<file path="src/rtl/cfgseq_pkg.sv">
package cfgseq_pkg;

  typedef enum logic [1:0] {
    RD_MARK0     = 2'd0,
    RD_MARK1     = 2'd1,
    RD_PAIR_ADDR = 2'd2,
    RD_PAIR_DATA = 2'd3
  } rdKind_e;

  // strobes from control to datapath
  typedef struct packed {
    logic    clrAll;
    logic    capMark0;
    logic    capMark1;
    logic    capAddr;
    logic    capData;
    logic    advPair;
    logic    advDev;
    logic    wrActive;
    rdKind_e rdKind;
  } seqCtl_t;

  // conditions from datapath to control
  typedef struct packed {
    logic imageOk;
    logic allDone;
    logic devHasList;
    logic addrEnd;
    logic pairLast;
    logic wrDoneSel;
  } seqStat_t;

  localparam logic [7:0] MARK_FIRST  = 8'hA5;
  localparam logic [7:0] MARK_SECOND = 8'hCD;
  localparam logic [7:0] END_ADDR    = 8'hFF;

  // configuration index: 0 none, 1..3 coax module A/B/C, 4..6 PLL module A/B/C
  function automatic logic [2:0] decodeCfg(input logic [1:0] modType, input logic [2:0] sw);
    logic [2:0] idx;
    idx = 3'd0;
    case (modType)
      2'b01: begin
        case (sw[1:0])
          2'b01:   idx = 3'd1;
          2'b10:   idx = 3'd2;
          2'b00:   idx = 3'd3;
          default: idx = 3'd0;
        endcase
      end
      2'b10: begin
        case (sw)
          3'b101:  idx = 3'd4;
          3'b110:  idx = 3'd5;
          3'b111:  idx = 3'd6;
          default: idx = 3'd0;
        endcase
      end
      default: idx = 3'd0;
    endcase
    return idx;
  endfunction

endpackage

</file>
<file path="src/rtl/cfgseq_datapath.sv">
module cfgseq_datapath
  import cfgseq_pkg::*;
#(
  parameter int ADDR_W      = 16,
  parameter int IMAGE_BASE  = 15000,
  parameter int RF_OFS      = 2,
  parameter int SAMP_OFS    = 130,
  parameter int PLL_OFS     = 258,
  parameter int SMALL_PAIRS = 8,
  parameter int PLL_PAIRS   = 40,
  parameter int DEF_PAIRS   = 2
) (
  input  logic              clk,
  input  logic              rstN,
  input  seqCtl_t           ctl,
  output seqStat_t          stat,
  input  logic [1:0]        moduleType,
  input  logic [2:0]        cfgSwitch,
  output logic [ADDR_W-1:0] memAddr,
  input  logic [7:0]        memRdData,
  output logic [2:0]        wrReq,
  output logic [7:0]        wrAddr,
  output logic [7:0]        wrData,
  input  logic [2:0]        wrDone
);

  localparam int SMALL_STRIDE = 2 * SMALL_PAIRS;
  localparam int PLL_STRIDE   = 2 * PLL_PAIRS;
  localparam int MAX_PAIRS    = (PLL_PAIRS > SMALL_PAIRS) ? PLL_PAIRS : SMALL_PAIRS;
  localparam int PAIR_W       = $clog2(MAX_PAIRS + 1);
  localparam int IDX_W        = (PAIR_W < 4) ? 4 : PAIR_W;

  logic [2:0]        cfgSel;
  logic              markOk0, markOk1;
  logic [1:0]        devIdx;
  logic [IDX_W-1:0]  pairIdx;
  logic [7:0]        regAddr, regData;

  logic [2:0]        pllSlot;
  logic              isCoaxCfg;
  logic [ADDR_W-1:0] regionBase, pairOfs;
  logic [7:0]        defAddr, defData, srcByte;
  logic [IDX_W-1:0]  lastIdx;

  always_ff @(posedge clk or negedge rstN) begin
    if (!rstN) begin
      cfgSel  <= '0;
      markOk0 <= 1'b0;
      markOk1 <= 1'b0;
      devIdx  <= '0;
      pairIdx <= '0;
      regAddr <= '0;
      regData <= '0;
    end else begin
      if (ctl.clrAll) begin
        cfgSel  <= decodeCfg(moduleType, cfgSwitch);
        markOk0 <= 1'b0;
        markOk1 <= 1'b0;
        devIdx  <= '0;
        pairIdx <= '0;
      end
      if (ctl.capMark0) markOk0 <= (memRdData == MARK_FIRST);
      if (ctl.capMark1) markOk1 <= (memRdData == MARK_SECOND);
      if (ctl.capAddr)  regAddr <= srcByte;
      if (ctl.capData)  regData <= srcByte;
      if (ctl.advDev) begin
        devIdx  <= devIdx + 2'd1;
        pairIdx <= '0;
      end else if (ctl.advPair) begin
        pairIdx <= pairIdx + 1'b1;
      end
    end
  end

  always_comb begin
    isCoaxCfg = (cfgSel >= 3'd1) && (cfgSel <= 3'd3);
    pllSlot   = (cfgSel >= 3'd4) ? (cfgSel - 3'd3) : 3'd0;
    pairOfs   = ADDR_W'({pairIdx, 1'b0});
    case (devIdx)
      2'd0:    regionBase = ADDR_W'(IMAGE_BASE + RF_OFS)   + ADDR_W'(cfgSel)  * ADDR_W'(SMALL_STRIDE);
      2'd1:    regionBase = ADDR_W'(IMAGE_BASE + SAMP_OFS) + ADDR_W'(cfgSel)  * ADDR_W'(SMALL_STRIDE);
      default: regionBase = ADDR_W'(IMAGE_BASE + PLL_OFS)  + ADDR_W'(pllSlot) * ADDR_W'(PLL_STRIDE);
    endcase
    case (ctl.rdKind)
      RD_MARK0:     memAddr = ADDR_W'(IMAGE_BASE);
      RD_MARK1:     memAddr = ADDR_W'(IMAGE_BASE + 1);
      RD_PAIR_ADDR: memAddr = regionBase + pairOfs;
      default:      memAddr = regionBase + pairOfs + ADDR_W'(1);
    endcase
    // built-in defaults when the image is not trusted
    defAddr = (pairIdx >= IDX_W'(DEF_PAIRS)) ? END_ADDR
                                             : {2'b00, devIdx + 2'd1, pairIdx[3:0]};
    defData = {1'b0, cfgSel, pairIdx[3:0]};
    if (stat.imageOk) srcByte = memRdData;
    else              srcByte = (ctl.rdKind == RD_PAIR_DATA) ? defData : defAddr;
    lastIdx = (devIdx == 2'd2) ? IDX_W'(PLL_PAIRS - 1) : IDX_W'(SMALL_PAIRS - 1);
  end

  always_comb begin
    stat.imageOk    = markOk0 && markOk1;
    stat.allDone    = (devIdx == 2'd3);
    stat.devHasList = !((devIdx == 2'd2) && isCoaxCfg);
    stat.addrEnd    = (regAddr == END_ADDR);
    stat.pairLast   = (pairIdx == lastIdx);
    case (devIdx)
      2'd0:    stat.wrDoneSel = wrDone[0];
      2'd1:    stat.wrDoneSel = wrDone[1];
      2'd2:    stat.wrDoneSel = wrDone[2];
      default: stat.wrDoneSel = 1'b0;
    endcase
  end

  assign wrReq  = ctl.wrActive ? (3'b001 << devIdx) : 3'b000;
  assign wrAddr = regAddr;
  assign wrData = regData;

endmodule

</file>
<file path="src/rtl/cfgseq_control.sv">
module cfgseq_control
  import cfgseq_pkg::*;
(
  input  logic     clk,
  input  logic     rstN,
  input  logic     bootClkValid,
  input  logic     memRdValid,
  input  seqStat_t stat,
  output seqCtl_t  ctl,
  output logic     memReq,
  output logic     clocksInvalid
);

  typedef enum logic [3:0] {
    S_IDLE, S_MARK0, S_MARK1, S_DEV, S_GETA, S_CHKA, S_GETD, S_WRITE, S_DONE
  } state_e;

  state_e state, nextState;

  always_ff @(posedge clk or negedge rstN) begin
    if (!rstN) state <= S_IDLE;
    else       state <= nextState;
  end

  always_comb begin
    nextState = state;
    ctl       = '0;
    ctl.rdKind = RD_MARK0;
    memReq    = 1'b0;
    case (state)
      S_IDLE: begin
        if (bootClkValid) begin
          ctl.clrAll = 1'b1;
          nextState  = S_MARK0;
        end
      end
      S_MARK0: begin
        memReq = 1'b1;
        if (memRdValid) begin
          ctl.capMark0 = 1'b1;
          nextState    = S_MARK1;
        end
      end
      S_MARK1: begin
        ctl.rdKind = RD_MARK1;
        memReq     = 1'b1;
        if (memRdValid) begin
          ctl.capMark1 = 1'b1;
          nextState    = S_DEV;
        end
      end
      S_DEV: begin
        if (stat.allDone)          nextState  = S_DONE;
        else if (!stat.devHasList) ctl.advDev = 1'b1;
        else                       nextState  = S_GETA;
      end
      S_GETA: begin
        ctl.rdKind = RD_PAIR_ADDR;
        memReq     = stat.imageOk;
        if (!stat.imageOk || memRdValid) begin
          ctl.capAddr = 1'b1;
          nextState   = S_CHKA;
        end
      end
      S_CHKA: begin
        if (stat.addrEnd) begin
          ctl.advDev = 1'b1;
          nextState  = S_DEV;
        end else begin
          nextState  = S_GETD;
        end
      end
      S_GETD: begin
        ctl.rdKind = RD_PAIR_DATA;
        memReq     = stat.imageOk;
        if (!stat.imageOk || memRdValid) begin
          ctl.capData = 1'b1;
          nextState   = S_WRITE;
        end
      end
      S_WRITE: begin
        ctl.wrActive = 1'b1;
        if (stat.wrDoneSel) begin
          if (stat.pairLast) begin
            ctl.advDev = 1'b1;
            nextState  = S_DEV;
          end else begin
            ctl.advPair = 1'b1;
            nextState   = S_GETA;
          end
        end
      end
      S_DONE:  nextState = S_DONE;
      default: nextState = S_IDLE;
    endcase
  end

  assign clocksInvalid = (state != S_DONE);

endmodule

</file>
<file path="src/rtl/boot_clk_sequencer.sv">
module boot_clk_sequencer
  import cfgseq_pkg::*;
#(
  parameter int ADDR_W      = 16,
  parameter int IMAGE_BASE  = 15000,
  parameter int RF_OFS      = 2,
  parameter int SAMP_OFS    = 130,
  parameter int PLL_OFS     = 258,
  parameter int SMALL_PAIRS = 8,
  parameter int PLL_PAIRS   = 40,
  parameter int DEF_PAIRS   = 2
) (
  input  logic              clk,
  input  logic              rstN,
  input  logic              bootClkValid,
  input  logic [1:0]        moduleType,
  input  logic [2:0]        cfgSwitch,
  output logic              memReq,
  output logic [ADDR_W-1:0] memAddr,
  input  logic              memRdValid,
  input  logic [7:0]        memRdData,
  output logic [2:0]        wrReq,
  output logic [7:0]        wrAddr,
  output logic [7:0]        wrData,
  input  logic [2:0]        wrDone,
  output logic              clocksInvalid
);

  seqCtl_t  ctl;
  seqStat_t stat;

  cfgseq_control u_control (
    .clk          (clk),
    .rstN         (rstN),
    .bootClkValid (bootClkValid),
    .memRdValid   (memRdValid),
    .stat         (stat),
    .ctl          (ctl),
    .memReq       (memReq),
    .clocksInvalid(clocksInvalid)
  );

  cfgseq_datapath #(
    .ADDR_W     (ADDR_W),
    .IMAGE_BASE (IMAGE_BASE),
    .RF_OFS     (RF_OFS),
    .SAMP_OFS   (SAMP_OFS),
    .PLL_OFS    (PLL_OFS),
    .SMALL_PAIRS(SMALL_PAIRS),
    .PLL_PAIRS  (PLL_PAIRS),
    .DEF_PAIRS  (DEF_PAIRS)
  ) u_datapath (
    .clk       (clk),
    .rstN      (rstN),
    .ctl       (ctl),
    .stat      (stat),
    .moduleType(moduleType),
    .cfgSwitch (cfgSwitch),
    .memAddr   (memAddr),
    .memRdData (memRdData),
    .wrReq     (wrReq),
    .wrAddr    (wrAddr),
    .wrData    (wrData),
    .wrDone    (wrDone)
  );

endmodule

</file>
<file path="config.mk">
export PLATFORM = sky130hd
export DESIGN_NAME = boot_clk_sequencer
export DESIGN_NICKNAME = d
export VERILOG_FILES = /design/src/rtl/cfgseq_pkg.sv /design/src/rtl/cfgseq_datapath.sv /design/src/rtl/cfgseq_control.sv /design/src/rtl/boot_clk_sequencer.sv
export SDC_FILE = /design/constraint.sdc
export NUM_CORES = 1
export LEC_CHECK = 0
export BUFFER_PORTS_ARGS = -buffer_cell sky130_fd_sc_hd__buf_2
export CORE_ASPECT_RATIO = 1.4
export CORE_MARGIN = 5
export CORE_UTILIZATION = 35
export DETAILED_ROUTE_END_ITERATION = 10
export PLACE_DENSITY = 0.57
export SYNTH_ARGS = -nofsm -noshare
export SYNTH_HDL_FRONTEND = slang
export SYNTH_SLANG_ARGS = --single-unit
</file>
<file path="constraint.sdc">
create_clock -name clk -period 5.3 [get_ports clk]
set_input_delay 0 -clock clk [delete_from_list [all_inputs] [get_ports clk]]
set_output_delay 0 -clock clk [all_outputs]
set_load 0.03 [all_outputs]
</file>
==> metrics.txt, run 1 <==
hold wc startpoint cfgSwitch[2]; CTS root buf clkbuf_8; Routed WL 6910 um; total clock sinks 33; Core Area 0.00731 sq mm; worst path required time 5300 ps; I/O pin cnt 57; NumNets Final 409; RSZ-0062 raised after global routing false; Finished Layout Cells 466; status finished, final reports clean; worst min-delay path class in2reg; count of different cell masters after synthesis 55; ys flop type dfrtp_1; initial core utilization 35.7%; first-pass GRT wire length 11800 um; 1st-pass router iterations 5; largest net degree at the start of global routing 34; ys async rst share 100%; fin area 0.00308 sq mm; Die ar. 0.00932 sq mm; Post-synth EDFFs 0; Achievable Freq 271 MHz; kind of critical path reg2out; #FFs+latches synth 33; Syn Area/Cell 8.29 sq um; yosys warns 0; post-synthesis cell count 315; post-route ant nets 0; Worst R2R Setup Slack 3020 ps; initial antenna violation count 0; hold path depth 3; setup_tns 0 ps; Clock Latency Late Sink 290 ps; CTS tree yes; Crit Reg-Reg Endpoint u_datapath.pairIdx[3]$_DFFE_PN0P_; nature of the critical path endpoint output pin; Crit Path Max Fanout 12; RR Startpoint u_datapath.devIdx[0]$_DFFE_PN0P_; Synth Area in Compound Gates 15.9%; layout cells sized above 1 22.5%; All-Layer GR Usage 15.0%; H-tree depth 2; via count 2460; register area share after synthesis 31.6%; # DRC 0; final slew viol count 0; Final Hold Fails 0; # rows 37; Die Span Y 112 um; Tcrit/Tclk final 69.5%; Min-Delay Endpoint u_datapath.cfgSel[2]$_DFFE_PN0P_; Pwr Density 552 mW/mm^2; DRT iter0 DRCs 100; synthesized net count 356; Pleak 1.46 nW; post-DR wirelength/cell 14.8 um; simple-gate share of the synthesized area 26.7%; CTS clock-pin slew for the worst setup and hold paths 80 ps; worst hold margin 1.99 ps; DP Area 0.00295 sq mm; PnR Total Power 0.00170 W; Max Clock Skew 9.54 ps; x dimension of the die 83.0 um; Least-Margin Pin Slew 742 ps; number of port buffers 55; dpl cells 454; Max Buffers Root-to-Sink 2; ant diodes 0; mux share of post-synthesis cell area 7.47%; total CTS buffers 5; Area Growth Syn to Fin 17.9%; setup violators final 0; Mapped Area 0.00261 sq mm; final critical-path required period 3690 ps; Startpoint Class flip-flop; Peak VDD IR 0.324 mV; GP Congestion 0.862; xor/xnor cell area share of the yosys netlist 3.02%; total gr overflow 0; reg2reg path depth 6; via/cell ratio 5.28; vias in the first global route 2483; Worst Path Arrival 3690 ps; largest family of logic cells by synthesized area simple AND/OR/NAND/NOR gates; max cap viols 0; slew margin rel. 50.5%; Adder-Cell Fraction of Synth Area 10.1%; post-DP HPWL 5400 um
## cells by family after synthesis
group | after synthesis
adder cells (fa/ha/maj) | 21
AO/OA/AOI/OAI | 64
XOR/XNOR | 9
flip-flops | 33
AND/OR/NAND/NOR | 136
other | 1
buffers and inverters | 33
multiplexers | 18
## layout by cell type (no fill, tap or decap), types with 6 or more instances in the layout
cell / count
buf_2: 55
nand2_1: 35
dfrtp_1: 33
nor2_1: 32
ha_1: 21
inv_1: 20
a21oi_1: 19
nand3_1: 19
o21ai_0: 16
mux2_2: 12
and3_1: 8
and2_1: 7
mux2i_1: 6
nor3_1: 6
## state kept, by name, indices dropped and copies added, names as in the netlist
register	cells
u_control.state	4
u_datapath.wrAddr	8
u_datapath.markOk1	1
u_datapath.wrData	8
u_datapath.markOk0	1
u_datapath.pairIdx	6
u_datapath.devIdx	2
u_datapath.cfgSel	3
## Yosys cell counts (3+ instances only)
master    number  area [sq um]
nand3_1       19          95.1
ha_1          21           263
mux2_2        12           135
nor3_1         6          30.0
a21oi_1       19          95.1
nand4b_1       3          26.3
buf_2          6          30.0
xor2_1         4          35.0
o22ai_1        3          18.8
and3_1         8          50.1
mux2i_1        6          60.1
o21ai_0       16          80.1
xnor2_1        5          43.8
dfrtp_1       33           826
nand4_1        4          25.0
clkbuf_1       6          22.5
inv_1         20          75.1
nor2_1        32           120
a22o_1         3          26.3
nand2_1       35           131
a31oi_1        5          31.3
and2_1         7          43.8
## per-stage QoR
step                util, %  worst slack [ps]
floorplan                 -              2010
global placement       40.3              2090
detailed placement     40.3              2010
CTS                    42.1              1660
global route           42.1              1340
finish                 42.1              1610
## layer usage
metal,wire length (um),vias to the layer above,GRT usage [%],part of all wire (%)
li1,-,1231,-,-
met1,3040,1151,18.6,44
met2,3470,69,26.6,50
met3,298,9,2.79,4.3
met4,104,0,4.14,1.5
met5,0,-,0,0
## how the worst max path moves through the flow
stage                                startpoint  cells past startpoint          to  slack [ps]
2_1_floorplan  u_datapath.cfgSel[1]$_DFFE_PN0P_                     12  memAddr[8]        2010
3_3_place_gp   u_datapath.cfgSel[0]$_DFFE_PN0P_                     13  memAddr[8]        2090
3_5_place_dp   u_datapath.cfgSel[0]$_DFFE_PN0P_                     13  memAddr[8]        2010
4_1_cts        u_datapath.cfgSel[0]$_DFFE_PN0P_                     13  memAddr[8]        1660
5_1_grt        u_datapath.cfgSel[0]$_DFFE_PN0P_                     13  memAddr[8]        1340
6_report       u_datapath.cfgSel[0]$_DFFE_PN0P_                     13  memAddr[8]        1610
## worst max-delay path, stage by stage (launching register included)
cell and delay (ps):
dfrtp_1 520, ha_1 290, ha_1 310, and2_1 200, ha_1 330, xor2_1 160
nor2_1 100, a21oi_1 50, ha_1 370, nand3_1 100, o2111ai_1 400, a21oi_1 130
nor3b_1 220, buf_2 230
## layout make-up
class	instances	area, sq um
repair buffers	59	315
well taps	97	121
clock buffers	5	68.8
flip-flops and latches	33	826
clock inverters	3	22.5
multi-input cells	249	1650
fillers	789	4230
inverters	20	75.1
## timing repair
item | CTS | global route
hold buffers | 4 | 0
resized for setup | 0 | 0
buffers inserted | 0 | 0
hold endpoints to repair | 34 | 0
setup endpoints to repair | 0 | 0
## where the power goes
part | internal [W] | total [W] | switching, W
combinational | 0.000386 | 0.00104 | 0.000653
clock | 0.0000921 | 0.000196 | 0.000104
sequential | 0.000340 | 0.000467 | 0.000128
(Power assumes the default switching activity.)
==> run 2, diff against run 1 <==
PLACE_DENSITY = 0.6   (was 0.57)
clock period = 3.3 ns   (was 5.3 ns; I/O delays follow)
==> run 2 against run 1 <==
Cell area grew 5.2%. Sequential power is 53% higher. First-iteration DRC count decreased by 3.0%.
==> metrics.txt, run 2 (synthesis results as in run 1) <==
Comb pwr share 62.7% (was 61.0%); I/O pin cnt 57 (unchanged); Seq pwr share 24.0% (was 27.5%); Routed WL 7030 um (was 6910 um); worst path required time 3300 ps (was 5300 ps); Final Hold Fails 0 (unchanged); Least-Margin Pin Slew 756 ps (was 742 ps); Clk network pwr share 13.4% (was 11.5%); initial core utilization 35.7% (unchanged); final critical-path required period 3170 ps; layout cells sized above 1 26.3% (was 22.5%); Fillers 763 (was 789); post-DP HPWL 5360 um (was 5400 um); Die ar. 0.00932 sq mm (unchanged); dpl ws 193 ps (was 2010 ps); total clock sinks 33 (unchanged); CTS root buf clkbuf_8 (unchanged); CP peak stage delay 390 ps (was 520 ps); Worst Path Arrival 3170 ps (was 3690 ps); 1st-pass router iterations 4 (was 5); Max Buffers Root-to-Sink 2 (unchanged); Max Clock Skew 5.72 ps (was 9.54 ps); via count 2505 (was 2460); crit-path cells ha_1 > ha_4 > and2_4 > ha_4 > xor2_1 > nor2_1 > a21oi_1 > ha_1 > nand2_2 > nand2_1 > a31o_2 > and3_1 > o21ai_1 > buf_4 (was ha_1 > ha_1 > and2_1 > ha_1 > xor2_1 > nor2_1 > a21oi_1 > ha_1 > nand3_1 > o2111ai_1 > a21oi_1 > nor3b_1 > buf_2); first-pass GRT wire length 12000 um (was 11800 um); Achievable Freq 315 MHz; Core Area 0.00731 sq mm (unchanged); GP Congestion 0.852 (was 0.862); dpl cells 457 (was 454); most frequent cells in the layout buf_2 (52), nand2_1 (34), dfrtp_1 (33) (was buf_2 (55), nand2_1 (35), dfrtp_1 (33)); Sw Pwr 0.00145 W (was 0.000884 W); Peak VDD IR 0.621 mV (was 0.324 mV); Finished Layout Cells 474 (was 466); setup ws final 128 ps (was 1610 ps); via/cell ratio 5.28 (about the same); H-tree depth 2 (unchanged); final core area utilization 44.3% (was 42.1%); kind of critical path reg2out (unchanged); critical path's slowest cell dfrtp_1 (unchanged); setup violators final 0 (unchanged); post-DR wirelength/cell 14.8 um (about the same); Tcrit/Tclk final 96.1%; final slew viol count 0 (unchanged); CP bufs+invs 1 (unchanged); CTS tree yes (unchanged); largest net degree at the start of global routing 34 (unchanged); number of port buffers 55 (unchanged); x dimension of the die 83.0 um (unchanged); # DRC 0 (unchanged); commonest non-fill, non-tap cell in the layout buf_2 (unchanged); worst hold margin 12.9 ps (was 1.99 ps); Crit Path Max Fanout 5 (was 12); setup_tns 0 ps (unchanged); status finished, final reports clean (unchanged); # rows 37 (unchanged); All-Layer GR Usage 15.2% (was 15.0%); CTS clock-pin slew for the worst setup and hold paths 70 ps (was 80 ps); NumNets Final 417 (was 409); nature of the critical path endpoint output pin (unchanged); worst min-delay path class in2reg (unchanged); initial antenna violation count 0 (unchanged); Area Growth Syn to Fin 24.0% (was 17.9%); total CTS buffers 5 (unchanged); vias in the first global route 2562 (was 2483); slew margin rel. 49.6% (was 50.5%); Startpoint Class flip-flop (unchanged); Clock Latency Late Sink 280 ps (was 290 ps); Pwr Density 919 mW/mm^2 (was 552 mW/mm^2); max cap viols 0 (unchanged); ant diodes 0 (unchanged); CP top delay family adder cells (unchanged); internal power 0.00153 W (was 0.000818 W); total gr overflow 0 (unchanged); switch share 48.6% (was 51.9%); post-route ant nets 0 (unchanged); Die Span Y 112 um (unchanged); Pleak 1.54 nW (was 1.46 nW); DRT iter0 DRCs 97 (was 100)
-- run 2: area by class of cell --
class | instances | area (sq um) | share of cell area, %
multi-input cells | 249 | 1720 | 53.0
inverters | 20 | 75.1 | 2.32
clock buffers | 7 | 86.3 | 2.67
well taps | 97 | 121 | 3.75
clock inverters | 1 | 30.0 | 0.927
repair buffers | 67 | 384 | 11.9
flip-flops and latches | 33 | 826 | 25.5
-- run 2: routing by layer --
| layer | routed length (um) | global-route usage (%) | part of all wire (%) |
|---|---|---|---|
| met5 | 0 | 0 | 0 |
| met4 | 104 | 4.58 | 1.5 |
| met3 | 242 | 2.50 | 3.4 |
| met2 | 3840 | 29.3 | 55 |
| met1 | 2850 | 16.7 | 40 |
-- run 2: power by group through the flow --
stage	Combinational [W]	Sequential (W)	Clock, W
after floorplan	0.00117	0.000815	0
after global placement	0.00170	0.000714	0
after detailed placement	0.00172	0.000719	0
after CTS	0.00179	0.000712	0.000410
after global routing	0.00207	0.000743	0.000427
final	0.00187	0.000714	0.000398
-- run 2: per-stage QoR --
step,total power (W),cell area (sq um)
5_1_grt,0.00324,3240
4_1_cts,0.00292,3160
2_1_floorplan,0.00199,2610
3_3_place_gp,0.00241,2970
6_report,0.00298,3240
3_5_place_dp,0.00244,2970
-- run 2: worst paths after layout --
| path | cells after the start | slack [ps] | from | endpoint |
|---|---|---|---|---|
| worst max-delay path | 14 | 130 | u_datapath.cfgSel[0]$_DFFE_PN0P_ | memAddr[9] |
| worst min-delay path | 3 | 10 | cfgSwitch[2] | u_datapath.cfgSel[2]$_DFFE_PN0P_ |
| worst max register to register | 6 | 990 | u_datapath.devIdx[0]$_DFFE_PN0P_ | u_datapath.pairIdx[4]$_DFFE_PN0P_ |
| worst min register to register | 2 | 480 | u_datapath.wrData[0]$_DFFE_PN0P_ | u_datapath.wrData[0]$_DFFE_PN0P_ |
| max in group asynchronous | 2 | 2490 | rstN | u_datapath.wrAddr[6]$_DFFE_PN0P_ |
| min in group asynchronous | 2 | 330 | rstN | u_datapath.pairIdx[5]$_DFFE_PN0P_ |
-- run 2: what timing repair did --
item / in CTS / in global routing
setup endpoints to repair: 4 / 8
hold endpoints to repair: 34 / 0
setup buffers: 2 / 4
cloned: 0 / 0
hold buffers: 3 / 0
gates resized for setup: 4 / 12
pin swaps: 1 / 3
-- run 2: tightest hold or removal path, stage by stage --
cell and delay [ps]:
buf_2 100, o211ai_1 80, o21ai_0 70
